`src/rtl/tcu_pkg.sv`:
```
package tcu_pkg;

    localparam int MODE_W       = 4;
    localparam int CTRL_W       = 6;
    localparam int CTRL_OE_BIT  = 4;
    localparam int CTRL_RUN_BIT = 5;
    localparam int FLAG_W       = 2;
    localparam int FLAG_CMP     = 0;
    localparam int FLAG_OVF     = 1;
    localparam int ADDR_W       = 2;

    typedef enum logic [MODE_W-1:0] {
        MODE_SET  = 4'b1000,
        MODE_CLR  = 4'b1001,
        MODE_IRQ  = 4'b1010,
        MODE_TRIG = 4'b1011
    } cmp_mode_e;

    typedef enum logic [1:0] {
        ST_OFF   = 2'd0,
        ST_ARMED = 2'd1,
        ST_HELD  = 2'd2
    } cmp_state_e;

    typedef enum logic [ADDR_W-1:0] {
        REG_COUNT   = 2'd0,
        REG_COMPARE = 2'd1,
        REG_CONTROL = 2'd2,
        REG_FLAGS   = 2'd3
    } reg_addr_e;

    function automatic logic mode_valid(input logic [MODE_W-1:0] m);
        return m[MODE_W-1:MODE_W-2] == 2'b10;
    endfunction

endpackage

```
`src/rtl/tcu_counter.sv`:
```
module tcu_counter #(
    parameter int W = 16
) (
    input  logic         clk,
    input  logic         rst_n,
    input  logic         run,
    input  logic         load_en,
    input  logic [W-1:0] load_val,
    input  logic         trig_clear,
    output logic [W-1:0] count,
    output logic         wrap,
    output logic         advance
);

    localparam logic [W-1:0] ALL_ONES = {W{1'b1}};

    logic [W-1:0] cnt_q;

    always_ff @(posedge clk) begin
        if (!rst_n) begin
            cnt_q <= '0;
        end else if (load_en) begin
            cnt_q <= load_val;
        end else if (trig_clear) begin
            cnt_q <= '0;
        end else if (run) begin
            cnt_q <= cnt_q + 1'b1;
        end
    end

    // A wrap counts only when the increment really happens.
    assign wrap    = run && !load_en && !trig_clear && (cnt_q == ALL_ONES);
    assign advance = run || load_en || trig_clear;
    assign count   = cnt_q;

endmodule

```
`src/rtl/tcu_regfile.sv`:
```
module tcu_regfile
    import tcu_pkg::*;
#(
    parameter int W = 16
) (
    input  logic              clk,
    input  logic              rst_n,
    input  logic              wr_en,
    input  logic [ADDR_W-1:0] addr,
    input  logic [W-1:0]      wdata,
    input  logic [W-1:0]      count,
    input  logic [FLAG_W-1:0] flag_set,
    output logic [W-1:0]      compare,
    output logic [MODE_W-1:0] mode,
    output logic              oe,
    output logic              run,
    output logic [FLAG_W-1:0] flags,
    output logic [W-1:0]      rdata,
    output logic              cnt_wr,
    output logic              cmp_wr,
    output logic              ctrl_zero_wr
);

    logic [W-1:0]      cmp_q;
    logic [CTRL_W-1:0] ctrl_q;
    logic              ctrl_wr;
    logic              flag_wr;

    assign cnt_wr       = wr_en && (addr == REG_COUNT);
    assign cmp_wr       = wr_en && (addr == REG_COMPARE);
    assign ctrl_wr      = wr_en && (addr == REG_CONTROL);
    assign flag_wr      = wr_en && (addr == REG_FLAGS);
    assign ctrl_zero_wr = ctrl_wr && (wdata[MODE_W-1:0] == '0);

    always_ff @(posedge clk) begin
        if (!rst_n) begin
            cmp_q  <= '0;
            ctrl_q <= '0;
        end else begin
            if (cmp_wr) begin
                cmp_q <= wdata;
            end
            if (ctrl_wr) begin
                ctrl_q <= wdata[CTRL_W-1:0];
            end
        end
    end

    // One sticky flag per event source; a hardware set wins over a write.
    for (genvar i = 0; i < FLAG_W; i++) begin : g_flag
        logic bit_q;
        always_ff @(posedge clk) begin
            if (!rst_n) begin
                bit_q <= 1'b0;
            end else if (flag_set[i]) begin
                bit_q <= 1'b1;
            end else if (flag_wr) begin
                bit_q <= wdata[i];
            end
        end
        assign flags[i] = bit_q;
    end

    always_comb begin
        unique case (reg_addr_e'(addr))
            REG_COUNT:   rdata = count;
            REG_COMPARE: rdata = cmp_q;
            REG_CONTROL: rdata = {{(W-CTRL_W){1'b0}}, ctrl_q};
            REG_FLAGS:   rdata = {{(W-FLAG_W){1'b0}}, flags};
            default:     rdata = '0;
        endcase
    end

    assign compare = cmp_q;
    assign mode    = ctrl_q[MODE_W-1:0];
    assign oe      = ctrl_q[CTRL_OE_BIT];
    assign run     = ctrl_q[CTRL_RUN_BIT];

endmodule

```
`src/rtl/tcu_cmp_fsm.sv`:
```
module tcu_cmp_fsm
    import tcu_pkg::*;
#(
    parameter int W = 16
) (
    input  logic              clk,
    input  logic              rst_n,
    input  logic [W-1:0]      count,
    input  logic [W-1:0]      compare,
    input  logic [MODE_W-1:0] mode,
    input  logic              rearm,
    input  logic              ctrl_zero_wr,
    input  logic              adc_en,
    output logic              fire,
    output logic              trig_clear,
    output logic              latch,
    output logic              conv_start
);

    cmp_state_e state_q;
    cmp_state_e state_n;
    logic       mode_ok;
    logic       equal;

    assign mode_ok    = mode_valid(mode);
    assign equal      = (count == compare);
    assign fire       = mode_ok && equal && (state_q != ST_HELD);
    assign trig_clear = fire && (mode == MODE_TRIG);

    always_ff @(posedge clk) begin
        if (!rst_n) begin
            state_q <= ST_OFF;
        end else begin
            state_q <= state_n;
        end
    end

    always_comb begin
        state_n = state_q;
        unique case (state_q)
            ST_OFF: begin
                if (mode_ok) begin
                    state_n = (fire && !rearm) ? ST_HELD : ST_ARMED;
                end
            end
            ST_ARMED: begin
                if (!mode_ok) begin
                    state_n = ST_OFF;
                end else if (fire && !rearm) begin
                    state_n = ST_HELD;
                end
            end
            ST_HELD: begin
                if (!mode_ok) begin
                    state_n = ST_OFF;
                end else if (rearm) begin
                    state_n = ST_ARMED;
                end
            end
            default: state_n = ST_OFF;
        endcase
    end

    always_ff @(posedge clk) begin
        if (!rst_n) begin
            latch      <= 1'b0;
            conv_start <= 1'b0;
        end else begin
            conv_start <= trig_clear && adc_en;
            if (ctrl_zero_wr) begin
                latch <= 1'b0;
            end else if (fire && (mode == MODE_SET)) begin
                latch <= 1'b1;
            end else if (fire && (mode == MODE_CLR)) begin
                latch <= 1'b0;
            end
        end
    end

endmodule

```
`src/rtl/tcu_top.sv`:
```
module tcu_top
    import tcu_pkg::*;
#(
    parameter int W = 16
) (
    input  logic              clk,
    input  logic              rst_n,
    input  logic              wr_en,
    input  logic [ADDR_W-1:0] addr,
    input  logic [W-1:0]      wdata,
    output logic [W-1:0]      rdata,
    input  logic              adc_en_i,
    output logic              pin_drv_o,
    output logic              pin_oe_o,
    output logic              irq_o,
    output logic              conv_start_o
);

    logic [W-1:0]      cnt_val;
    logic [W-1:0]      cmp_val;
    logic [MODE_W-1:0] mode_val;
    logic              oe_val;
    logic              run_val;
    logic [FLAG_W-1:0] flags_val;
    logic [FLAG_W-1:0] flag_set;
    logic              cnt_wr;
    logic              cmp_wr;
    logic              ctrl_zero_wr;
    logic              fire;
    logic              trig_clear;
    logic              wrap;
    logic              cnt_adv;
    logic              rearm;
    logic              latch_val;

    assign flag_set[FLAG_CMP] = fire;
    assign flag_set[FLAG_OVF] = wrap;
    assign rearm              = cnt_adv || cmp_wr;

    tcu_regfile #(.W(W)) u_regs (
        .clk          (clk),
        .rst_n        (rst_n),
        .wr_en        (wr_en),
        .addr         (addr),
        .wdata        (wdata),
        .count        (cnt_val),
        .flag_set     (flag_set),
        .compare      (cmp_val),
        .mode         (mode_val),
        .oe           (oe_val),
        .run          (run_val),
        .flags        (flags_val),
        .rdata        (rdata),
        .cnt_wr       (cnt_wr),
        .cmp_wr       (cmp_wr),
        .ctrl_zero_wr (ctrl_zero_wr)
    );

    tcu_counter #(.W(W)) u_cnt (
        .clk        (clk),
        .rst_n      (rst_n),
        .run        (run_val),
        .load_en    (cnt_wr),
        .load_val   (wdata),
        .trig_clear (trig_clear),
        .count      (cnt_val),
        .wrap       (wrap),
        .advance    (cnt_adv)
    );

    tcu_cmp_fsm #(.W(W)) u_fsm (
        .clk          (clk),
        .rst_n        (rst_n),
        .count        (cnt_val),
        .compare      (cmp_val),
        .mode         (mode_val),
        .rearm        (rearm),
        .ctrl_zero_wr (ctrl_zero_wr),
        .adc_en       (adc_en_i),
        .fire         (fire),
        .trig_clear   (trig_clear),
        .latch        (latch_val),
        .conv_start   (conv_start_o)
    );

    assign pin_drv_o = latch_val;
    assign pin_oe_o  = oe_val;
    assign irq_o     = flags_val[FLAG_CMP];

endmodule

```
`config.mk`:
```
export PLATFORM = sky130hd
export DESIGN_NAME = tcu_top
export DESIGN_NICKNAME = d
export VERILOG_FILES = /design/src/rtl/tcu_pkg.sv /design/src/rtl/tcu_counter.sv /design/src/rtl/tcu_regfile.sv /design/src/rtl/tcu_cmp_fsm.sv /design/src/rtl/tcu_top.sv
export SDC_FILE = /design/constraint.sdc
export NUM_CORES = 1
export LEC_CHECK = 0
export BUFFER_PORTS_ARGS = -buffer_cell sky130_fd_sc_hd__buf_4
export CAP_MARGIN = 20
export CELL_PAD_IN_SITES_DETAIL_PLACEMENT = 0
export CELL_PAD_IN_SITES_GLOBAL_PLACEMENT = 1
export CORE_AREA = 2 2 85 87
export DETAILED_ROUTE_END_ITERATION = 8
export DIE_AREA = 0 0 87 89
export MAX_ROUTING_LAYER = met4
export PLACE_DENSITY = 0.83
export SYNTH_ARGS = -nofsm -noshare
export SYNTH_HDL_FRONTEND = slang
export SYNTH_SLANG_ARGS = --single-unit
```
`constraint.sdc`:
```
create_clock -name clk -period 1.9 [get_ports clk]
set_input_delay 0.38 -clock clk [delete_from_list [all_inputs] [get_ports clk]]
set_output_delay 0.38 -clock clk [all_outputs]
set_load 0.05 [all_outputs]
```
### Word-level counts from Yosys, hierarchy flattened

Cells that the tools add are included.

* register bits: 44
* input bits: 22
* output and inout port bits: 20

* add/subtract/negate cells: 1
* eq/ne operators: 15
* multiplexer cells: 17
* bitwise logic cells: 1
* reduce and logical (&&, ||, !) cells: 30

Operator list (number)
* 16-bit one-hot mux with 4 select lines: 1
* 16-bit two-way mux: 3
* 16-bit by 1-bit adder with 16-bit output (second input constant): 1
* 16-bit == test: 1
* 16-bit == test (second input constant): 1
* 1-bit logical AND: 15
* 4-bit == test (second input constant): 3
* 2-bit two-way mux: 6
* 2-bit == test (second input constant): 4
* 1-bit two-way mux: 6
* 2-bit one-hot mux with 3 select lines: 1
* 2-bit nonzero test: 3
* 2-bit by 1-bit == test with 1-bit output (second input constant): 2
* 2-bit logical NOT: 2
* 4-bit logical NOT: 1
* 1-bit logical NOT: 3
* 1-bit logical OR: 3
* 3-bit by 2-bit inequality test with 1-bit output (second input constant): 1
* 3-bit inequality test (second input constant): 1
* 3-bit AND reduction: 1
* 3-bit nonzero test: 1
* 2-bit by 1-bit inequality test with 1-bit output (second input constant): 1
* 2-bit inequality test (second input constant): 1
* 2-bit OR reduction: 1
* 1-bit NOT: 1

### Logic depth before layout (Yosys ltp)

* depth after elaboration: 11
* mapped depth: 7
* depth with buffers taken out: 7

### Cells and area by module

From an unflattened synthesis, not the netlist that was laid out.

* cells, all modules: 321
* area, all modules: 2667.6 sq um

Modules (own cells, without submodules)
* tcu_regfile: times used 1, cells each 148, area an instance 1277.5 sq um
* tcu_counter: times used 1, cells each 129, area an instance 992.2 sq um
* tcu_cmp_fsm: times used 1, cells each 43, area an instance 391.6 sq um
* tcu_top: times used 1, cells each 1, area an instance 6.3 sq um

### Least setup slack after synthesis

Ideal clock, no wire load.

* path kind: input port to output port
* start: in addr[0]
* end: out rdata[2]
* data arrival time: 2021 ps
* setup slack: -501 ps
* stages on the path: 3
* path buffers: 2
* cell sequence: clkbuf_1 -> clkbuf_1 -> o21ai_0

* word-level cells in the longest chain between the ends: 2

Ends and longest elaborated chain
* start, declared: line tcu_top.sv:9 `input logic [ADDR_W-1:0] addr,`
* 2-bit == test (tied with other cells): line tcu_regfile.sv:65 `unique case (reg_addr_e'(addr))`
* 16-bit one-hot mux with 4 select lines *: line tcu_regfile.sv:65
* end, declared: line tcu_top.sv:11 `output logic [W-1:0] rdata,`

Mark *: on every way between the ends. The rest lies on a longest branch, timed or not.

### Final worst setup path

* start: reg u_regs.cmp_q[5], in the netlist u_regs.compare[5]
* end: reg u_fsm.latch

* word-level cells in the longest chain between the ends: 5

Ends and longest elaborated chain
* start, declared: line tcu_regfile.sv:24 `logic [W-1:0] cmp_q;`
* start signal, assigned: line tcu_regfile.sv:41 `cmp_q <= wdata;`
* 16-bit == test *: line tcu_cmp_fsm.sv:26 `assign equal = (count == compare);`
* 1-bit logical AND * (2 in series): line tcu_cmp_fsm.sv:27 `assign fire = mode_ok && equal && (state_q != ST_HELD);`
* 1-bit logical AND, on equally long branches: line tcu_cmp_fsm.sv:72, tcu_cmp_fsm.sv:74
* 1-bit two-way mux or 2-bit nonzero test (tied branches)
* end signal, assigned: line tcu_cmp_fsm.sv:71 `latch <= 1'b0;`
* end signal, assigned: line tcu_cmp_fsm.sv:73 `latch <= 1'b1;`
* end signal, assigned: line tcu_cmp_fsm.sv:75 `latch <= 1'b0;`
* end, declared: line tcu_cmp_fsm.sv:16 `output logic latch,`

Marked as above.
A chain may end at the register's enable or synchronous reset.

==> Implementation_results.wiki <==
{| class="wikitable"
! Metric !! Value
|-
| Wire length per cell || 15.36 um
|-
| Maximum buffer depth of the clock tree || 2
|-
| Largest net degree at the start of global routing || 27
|-
| Sequential share of power || 0.494
|-
| TritonCTS buffer count || 5
|-
| Reg2reg start || u_regs.compare[5]
|-
| Worst min-delay path class || primary input to register
|-
| Clock share of power || 0.313
|-
| Slack of the worst reg-to-reg path || -0.006 ns
|-
| Instance count of the mapped netlist || 298
|-
| Fraction of post-synthesis cell area in the top cell type by area || 0.3588
|-
| Mapped Nets || 321
|-
| Switching Fraction || 0.2848
|-
| Total Routing Usage GR || 0.1938
|-
| Clock-pin slew reported for the worst setup and hold paths after clock tree synthesis || around 0.09 ns
|-
| Worst-case vdd ir drop || 0.2988 mV
|-
| Outcome || complete, but fails checks
|-
| End of the worst hold path || u_cnt.count[11]
|-
| Layout cell share with drive strength beyond 1 || 0.3172
|-
| Final Hold Fails || 0
|-
| Antenna Violating Nets Remaining || 0
|-
| Hold path start || wdata[11]
|-
| Violated checks || setup timing
|-
| Detailed-route wire length || 6.943 mm
|-
| Lkg Pwr || roughly 0.0014 uW
|-
| Wire length of the first global-routing pass || 11.37 mm
|-
| Final count of negative-setup-slack endpoints || 1
|-
| H-tree depth reported by CTS || 2
|-
| Worst Path Class, Setup || register to register
|-
| Core Area || between 6000 and 7000 um2
|-
| Fraction of the cycle the final worst path needs || 1.003
|-
| Initial detailed-routing violation count || 115
|-
| Average instance area after synthesis || 8.238 um2
|-
| Layout overhead on the synthesized area || 35.27%
|-
| Setup TNS || -0.005778 ns
|-
| Setup clock skew after layout || 0.005554 ns
|-
| Initial antenna violation count || 0
|-
| Final antenna diode count || 0
|-
| Critical path data arrival time || about 2.1 ns
|-
| Worst-Margin Slew || 0.3656 ns
|-
| Clock sink count || 44
|-
| Via-per-instance ratio || 5.177
|-
| Register bit total from synthesis || 44
|-
| Flip-flop cell with the highest count after synthesis || sky130_fd_sc_hd__dfxtp_1
|-
| Async SR Flop Fraction || 0
|-
| CTS root buffer || sky130_fd_sc_hd__clkbuf_8
|-
| Power per standard cell area || a little under 600 nW/um2
|-
| Final slew viol count || 0
|-
| Setup repair after global routing missed its margin || yes
|-
| Internal power || 1415 uW
|-
| Post-synthesis cell area || ~2500 um2
|-
| Chip width || between 80 and 90 um
|-
| R2r endpoint || u_fsm.latch
|-
| Top cell type by total area after synthesis || sky130_fd_sc_hd__dfxtp_1
|-
| Final RePlAce weighted congestion || 0.9324
|-
| Remaining global-route overflow || 0
|-
| Capturing element type of the critical path || register
|-
| Highest achievable clock rate || 0.5247 GHz
|-
| Worst setup slack after layout || -0.005778 ns
|-
| First-pass iteration count of the detailed router || 4
|-
| Crit-path max FO || 4
|-
| Via count of the first global-routing pass || 2336
|-
| DRC || 0
|-
| Switching power summed over all nets || ~560 uW
|-
| Post-synthesis sequential area ratio || 0.3588
|-
| Number of nets in the layout || ~390
|-
| Number of flops mapped to enable cells by yosys || 0
|-
| Combinational power share || 0.192
|-
| I/O pin count || 42
|-
| Fillers || 643
|-
| Final instance count without filler cells || 452
|-
| Worst-Skew Late Latency || roughly 0.3 ns
|-
| Cells taking the most area after synthesis || sky130_fd_sc_hd__dfxtp_1 (36%), sky130_fd_sc_hd__nand2_1 (9.5%), sky130_fd_sc_hd__mux2i_1 (9.0%), sky130_fd_sc_hd__xor2_1 (7.8%), sky130_fd_sc_hd__a21boi_0 (4.6%)
|-
| Via count || 2340
|-
| # Max-Cap Violations || 0
|-
| Detailed placer's ending HPWL || 5.162 mm
|-
| Initial Util || 0.3654
|-
| Required time worst endpoint || 2.13 ns
|-
| Post-synthesis cell type count || 38
|-
| Number of instances in the placed design || between 400 and 500
|-
| CTS tree || built
|-
| Rows || 30
|-
| Die boundary height || between 80 and 90 um
|-
| Kind of start point of the critical path || register
|-
| Count of cells along the worst register-to-register path || 6
|-
| Worst slew margin relative to its limit || 0.7559
|-
| Die Area || 7743 um2
|-
| Number of warnings issued by yosys || 0
|-
| Port Buf Inserts || 41
|-
| Worst hold path cell count || 3
|-
| Final core utilization || 0.4942
|-
| Final critical delay including setup and external delays || about 1.9 ns
|}
==> sequential cells by signal, indices dropped and copies added (netlist names) <==
register	count
u_cnt.count	16
u_regs.compare	16
u_regs.ctrl_q	6
u_fsm.state_q	2
u_regs.g_flag.bit_q	2
u_fsm.conv_start	1
u_fsm.latch	1
==> stage by stage <==
step	hold slack [ns]	cell area [um2]	total power, uW	setup WS, ns
global route	0.2951	3321	2061	-0.1147
floorplan	0.4594	2505	1201	-0.1510
detailed placement	0.4743	3143	1366	-0.09630
finish	0.2971	3321	1979	-0.005778
CTS	0.2940	3302	1991	0.004807
global placement	0.4692	3143	1360	-0.005927
==> cells by family after synthesis <==
| family | Yosys count | synth area share |
|---|---|---|
| buffers and inverters | 20 | 0.03619 |
| AOI/OAI and AO/OA | 48 | 0.1295 |
| muxes | 25 | 0.1126 |
| DFF | 44 | 0.3588 |
| and+or+nand+nor | 131 | 0.2543 |
| xor gates and xnor gates | 29 | 0.1035 |
| adders and majority gates | 1 | 0.005096 |
==> what timing repair did <==
action                                  in CTS  in global routing
endpoints found under the hold margin        0                  0
gates resized for setup                     10                  5
cloned                                       0                  0
hold buffers                                 0                  0
pin swaps                                    8                  4
setup buffers                                4                  0
endpoints found under the setup margin       4                 19
==> cell usage after synthesis (all sizes together), types with 8 or more instances <==
cell type  count
nand3          8
nor2b         12
o21ai         17
xor2          22
clkbuf        13
dfxtp         44
nand2         62
a21boi        17
nor2          18
mux2i         22
and2           8
==> layer usage <==
layer,up-vias,GRT usage,wire length (um)
li1,1166,-,-
met1,1100,0.2489,3169
met2,66,0.3192,3304
met3,8,0.03047,374
met4,0,0.04972,94
met5,-,-,0
==> worst max-delay path by stage <==
stage | from | end | cells after the start
floorplan | addr[1] | rdata[11] | 3
global placement | u_regs.ctrl_q[3] | u_fsm.latch | 6
detailed placement | u_regs.ctrl_q[3] | u_fsm.latch | 6
CTS | u_regs.compare[1] | u_fsm.latch | 6
global route | u_regs.compare[2] | u_cnt.count[12] | 8
finish | u_regs.compare[5] | u_fsm.latch | 6
==> cell type report <==
type	count	area [um2]	area share
Multi-Input combinational cell	234	1577	0.4748
Sequential cell	44	889.6	0.2679
Timing Repair Buffer	86	661.9	0.1993
Tap cell	80	100.1	0.03014
Clock buffer	6	82.58	0.02487
Clock inverter	2	10.01	0.003014
==> cells in the final DEF (no fill, tap or decap), types with 2 or more instances in the layout <==
cell type | netlist | routed
sky130_fd_sc_hd__clkinv_2 | 0 | 2
sky130_fd_sc_hd__xnor2_1 | 7 | 7
sky130_fd_sc_hd__nor2_4 | 0 | 6
sky130_fd_sc_hd__clkbuf_8 | 0 | 6
sky130_fd_sc_hd__and3_1 | 3 | 3
sky130_fd_sc_hd__nand2_1 | 62 | 62
sky130_fd_sc_hd__nand4_1 | 7 | 7
sky130_fd_sc_hd__nor4_2 | 1 | 3
sky130_fd_sc_hd__a21boi_0 | 15 | 15
sky130_fd_sc_hd__mux4_2 | 2 | 2
sky130_fd_sc_hd__o21ai_0 | 6 | 2
sky130_fd_sc_hd__nor2b_1 | 12 | 12
sky130_fd_sc_hd__buf_4 | 0 | 84
sky130_fd_sc_hd__xor2_1 | 22 | 22
sky130_fd_sc_hd__a21boi_1 | 2 | 2
sky130_fd_sc_hd__nor2_1 | 18 | 12
sky130_fd_sc_hd__nand3_1 | 8 | 7
sky130_fd_sc_hd__o31ai_1 | 7 | 6
sky130_fd_sc_hd__dfxtp_1 | 44 | 39
sky130_fd_sc_hd__and2_1 | 8 | 8
sky130_fd_sc_hd__a21oi_1 | 2 | 2
sky130_fd_sc_hd__o21ai_1 | 11 | 14
sky130_fd_sc_hd__dfxtp_2 | 0 | 4
sky130_fd_sc_hd__or4_1 | 2 | 2
sky130_fd_sc_hd__mux2i_1 | 22 | 22
sky130_fd_sc_hd__nor3_1 | 3 | 2
==> worst max-delay path, cell delays in order (launching register included) <==
cell	delay (ns)
sky130_fd_sc_hd__dfxtp_1	0.34
sky130_fd_sc_hd__xor2_1	0.18
sky130_fd_sc_hd__nor4b_2	0.34
sky130_fd_sc_hd__nand3_2	0.15
sky130_fd_sc_hd__or2_4	0.28
sky130_fd_sc_hd__or4_1	0.47
sky130_fd_sc_hd__o21ai_1	0.08
==> power by group through the flow <==
stage,Combinational (uW),Sequential (uW),Clock (uW)
5_1_grt,411,982,668
6_report,381,978,620
2_1_floorplan,199,1000,0
4_1_cts,380,977,633
3_5_place_dp,366,1000,0
3_3_place_gp,361,998,0
Power figures use the tool's default switching activity.
